## src/rtl/line_coder_pkg.sv

```systemverilog
package line_coder_pkg;
    // Scrambler shape: x^SCR_LEN + x^SCR_TAP + 1
    parameter int SCR_LEN = 9;
    parameter int SCR_TAP = 4;
endpackage

```

## src/rtl/scr_history.sv

```systemverilog
module scr_history #(
    parameter int LEN = 9,
    parameter int TAP = 4
) (
    input  logic clk,
    input  logic rst,
    input  logic adv,
    input  logic din,
    output logic sbit
);
    localparam int TAP_IDX  = TAP - 1;
    localparam int LAST_IDX = LEN - 1;

    logic [LEN-1:0] hist;

    // scrambled bit from data and two delayed scrambled bits
    assign sbit = din ^ hist[TAP_IDX] ^ hist[LAST_IDX];

    always_ff @(posedge clk) begin
        if (rst)
            hist[0] <= 1'b0;
        else if (adv)
            hist[0] <= sbit;
    end

    for (genvar g = 1; g < LEN; g++) begin : g_stage
        always_ff @(posedge clk) begin
            if (rst)
                hist[g] <= 1'b0;
            else if (adv)
                hist[g] <= hist[g-1];
        end
    end

    AST_HIST_HOLD: assert property (@(posedge clk) disable iff (rst)
        !adv |=> $stable(hist));
    AST_HIST_CLEAR: assert property (@(posedge clk)
        rst |=> (hist == '0));
    AST_HIST_SHIFT: assert property (@(posedge clk) disable iff (rst)
        adv |=> (hist[LEN-1:1] == $past(hist[LEN-2:0])));
endmodule

```

## src/rtl/nrzi_stage.sv

```systemverilog
module nrzi_stage (
    input  logic clk,
    input  logic rst,
    input  logic adv,
    input  logic sbit,
    output logic level
);
    always_ff @(posedge clk) begin
        if (rst)
            level <= 1'b0;
        else if (adv)
            level <= level ^ sbit;
    end

    AST_NRZI_TOGGLE: assert property (@(posedge clk) disable iff (rst)
        (adv && sbit) |=> (level != $past(level)));
    AST_NRZI_KEEP: assert property (@(posedge clk) disable iff (rst)
        (adv && !sbit) |=> $stable(level));
    AST_NRZI_HOLD: assert property (@(posedge clk) disable iff (rst)
        !adv |=> $stable(level));
endmodule

```

## src/rtl/serial_line_coder.sv

```systemverilog
module serial_line_coder
    import line_coder_pkg::*;
(
    input  logic clk,
    input  logic rst,
    input  logic in_valid,
    input  logic in_bit,
    output logic line_bit,
    output logic line_valid
);
    logic scr_bit;

    scr_history #(.LEN(SCR_LEN), .TAP(SCR_TAP)) u_scr (
        .clk  (clk),
        .rst  (rst),
        .adv  (in_valid),
        .din  (in_bit),
        .sbit (scr_bit)
    );

    nrzi_stage u_nrzi (
        .clk   (clk),
        .rst   (rst),
        .adv   (in_valid),
        .sbit  (scr_bit),
        .level (line_bit)
    );

    always_ff @(posedge clk) begin
        if (rst)
            line_valid <= 1'b0;
        else
            line_valid <= in_valid;
    end

    AST_VALID_RISE: assert property (@(posedge clk) disable iff (rst)
        in_valid |=> line_valid);
    AST_VALID_FALL: assert property (@(posedge clk) disable iff (rst)
        !in_valid |=> !line_valid);
    AST_RESET_OUT: assert property (@(posedge clk)
        rst |=> (!line_bit && !line_valid));
endmodule

```

## config.mk

```make
export PLATFORM = sky130hd
export DESIGN_NAME = serial_line_coder
export DESIGN_NICKNAME = d
export VERILOG_FILES = /design/src/rtl/line_coder_pkg.sv /design/src/rtl/scr_history.sv /design/src/rtl/nrzi_stage.sv /design/src/rtl/serial_line_coder.sv
export SDC_FILE = /design/constraint.sdc
export NUM_CORES = 1
export LEC_CHECK = 0
export BUFFER_PORTS_ARGS = -buffer_cell sky130_fd_sc_hd__buf_4
export CORE_AREA = 4 4 41 43
export CTS_BUF_LIST = sky130_fd_sc_hd__clkbuf_4
export DETAILED_ROUTE_END_ITERATION = 7
export DIE_AREA = 0 0 45 47
export PLACE_DENSITY = 0.53
export REMOVE_ABC_BUFFERS = 1
export SLEW_MARGIN = 20
export SYNTH_ARGS = -nofsm -noshare
export SYNTH_HDL_FRONTEND = slang
export SYNTH_HIERARCHICAL = 1
export SYNTH_SLANG_ARGS = --single-unit
```

## constraint.sdc

```tcl
create_clock -name clk -period 1.3 [get_ports clk]
set_input_delay 0.39 -clock clk [delete_from_list [all_inputs] [get_ports clk]]
set_output_delay 0.39 -clock clk [all_outputs]
set_load 0.01 [all_outputs]
```

==> summary.txt <==
Outcome
  • Status: complete, no violations

Critical path
  • RR Startpoint: u_scr/hist[8]$_SDFFE_PP0P_
  • Largest fanout on the critical path: 3
  • Nature of the critical path startpoint: flip-flop
  • Reg2reg end: u_nrzi/level$_SDFFE_PP0P_
  • Reg2Reg Setup Slack: around 110 ps
  • Setup crit end kind: flip-flop
  • R2R cell count: 3
  • Worst EP arrival: about 1400 ps
  • CP required: about 1500 ps
  • Critical path class: reg2reg

STA
  • Fin Setup TNS: 0 ps
  • Final critical-path required period: roughly 1200 ps
  • Clk_skew: around 1.4 ps
  • Fin. max-slew vios: 0
  • Fin crit share: slightly above 90%
  • Slew HR: slightly above 90%
  • Final Setup Violations: 0
  • Fmax: about 0.84 GHz
  • Worst Tran Pin Value: between 100 and 150 ps
  • Setup ws final: approximately 110 ps
  • RSZ-0062 raised after global routing: no
  • Final hold vios: 0

Floorplanning
  • Initial Utilization: 32.3%
  • Top Ports: 6
  • Die area: between 2000 and 2500 um^2
  • Site Rows: 13
  • Core ar.: 1300 um^2
  • Die H: around 47 um
  • Die X: ~45 um

Hold path
  • HP Start: rst
  • Hold Crit Class: in2reg
  • Worst Hold Path EP: u_nrzi/level$_SDFFE_PP0P_
  • Hold path cells: 2

Clock tree
  • Cts bufs inserted: 3
  • TritonCTS Sinks: 11
  • Clock root cell: clkbuf_4
  • CTS resizes: 0
  • Reg clk slew, reported paths: approximately 60 ps
  • Max Buffers Root-to-Sink: 2
  • Postcts setup bufs: 0
  • # H-tree levels: 1
  • Skew-Pair Late Insertion Delay: around 250 ps
  • Hold_buf cts: 0
  • CTS tree: built

Final layout
  • Multi-input logic area: 189 um^2
  • Final Util: a little under two fifths
  • Storage cell area: 220 um^2
  • ANT cells: 0
  • Layout cell share with drive strength beyond 1: 27.9%
  • Nets: 48
  • Syn-to-layout area delta: 17.9%
  • Fillers: 139

Detailed routing
  • Vias: around 250
  • WL per Instance: between 10 and 15 um
  • # DRC: 0
  • Antenna-violating nets left: 0
  • DR iter-0 viols: 0
  • Vias/cell: between 4 and 5
  • Router iterations before antenna repair: 1
  • Post-Route WL: ~600 um

Logic synthesis
  • Count of state elements after synthesis: 11
  • Seq/Total Area, Yosys: between 50% and 60%
  • Post-synth cell types: 10
  • Synth Area in XOR/XNOR: roughly 6.0%
  • Cell Area, Synth: ~420 um^2
  • Synth Area in Compound Gates: approximately 4.5%
  • Warnings from Yosys: 6
  • Largest family of logic cells by synthesized area: multiplexers
  • Mux share of post-synthesis cell area: ~21%
  • Post-Syn Instances: 36
  • Syn Area/Cell: approximately 12 um^2
  • Adder-cell share of the synthesized area: 0%
  • Synth Area in Simple Gates: a little over an eighth

Power and ir drop
  • VDD IR-drop max: roughly 580 uV
  • Leakage: roughly 0.22 nW
  • PwrDens: about 1300 nW/um^2
  • Total Power: ~630 uW

GRT
  • First-pass GRT wire length: 1100 um
  • Pin count of the biggest net entering global routing: 13
  • Antenna violations before repair: 0
  • Tot GR Track Use: ~8.3%
  • Number of global-route vias before repair: between 200 and 250
  • Remaining Overflow, GRT: 0

Place
  • Port Buf Inserts: 5
  • RePlAce Congestion: ~0.65
  • Dpl ws: 136 ps
  • DP HPWL: about 450 um

Job
  • # Max-Cap Violations: 0
worst max-delay path by stage:
stage | slack, ps | startpoint | endpoint | cells after the start
finish | 110 | u_scr/hist[8]$_SDFFE_PP0P_ | u_nrzi/level$_SDFFE_PP0P_ | 3
global route | 30 | u_scr/hist[8]$_SDFFE_PP0P_ | u_nrzi/level$_SDFFE_PP0P_ | 3
CTS | 110 | u_scr/hist[8]$_SDFFE_PP0P_ | u_nrzi/level$_SDFFE_PP0P_ | 3
detailed placement | 140 | u_scr/hist[8]$_SDFFE_PP0P_ | u_nrzi/level$_SDFFE_PP0P_ | 3
global placement | 190 | u_scr/hist[8]$_SDFFE_PP0P_ | u_nrzi/level$_SDFFE_PP0P_ | 3
floorplan | 200 | u_scr/hist[8]$_SDFFE_PP0P_ | u_nrzi/level$_SDFFE_PP0P_ | 3
synth_stat cells:
library cell | count | area [um^2]
a21bo_1 | 1 | 10.0
a21oi_2 | 1 | 8.76
buf_1 | 1 | 3.75
buf_4 | 1 | 7.51
dfxtp_1 | 11 | 220
mux2i_1 | 9 | 90.1
nand3b_1 | 1 | 7.51
nor2_1 | 9 | 33.8
nor2b_4 | 1 | 13.8
xor3_2 | 1 | 25.0
critical path, cell delays in order (launching register included):
cell	delay (ps)
dfxtp_1	330
xor3_2	460
a21bo_1	230
a21oi_2	110
cell families (layout without fill, tap and decap cells):
| kind of cell | count (synthesis) | count (layout) |
|---|---|---|
| mux | 9 | 9 |
| buf+inv | 2 | 9 |
| flops | 11 | 11 |
| compound gates | 2 | 2 |
| simple gates | 11 | 11 |
| xor+xnor | 1 | 1 |
sequential cells by signal, summed over array words and instances (netlist names):
register      count
line_valid        1
u_scr/hist        9
u_nrzi/level      1
placed cells by master, fill, tap and decap left out, drive strengths merged:
cell type  count
nor2           9
a21oi          1
nand3b         1
a21bo          1
buf            5
clkbuf         4
mux2i          9
dfxtp         11
nor2b          1
xor3           1
routing by layer:
metal  global-route usage, %  wire [um]
met2                    12.7        304
met4                    3.51          0
met5                       0          0
met3                    7.28         36
met1                    7.87        265
per-stage QoR:
stage               hold WS, ps  cells  instance area [um^2]
detailed placement          484     54                   465
finish                      386     58                   495
CTS                         375     58                   495
global route                375     58                   495
global placement            476     54                   465
floorplan                   452     34                   409
layout make-up:
cell class                      instances  area share [%]
Clock buffer                            4            6.06
Multi-Input combinational cell         23            38.1
Sequential cell                        11            44.4
Tap cell                               15            3.79
Timing Repair Buffer                    5            7.58
power breakdown:
group	switching, mW	internal [mW]
registers	0.00393	0.345
clock network	0.0955	0.139
logic	0.0235	0.0266
total	0.123	0.510
(Power assumes the default switching activity.)
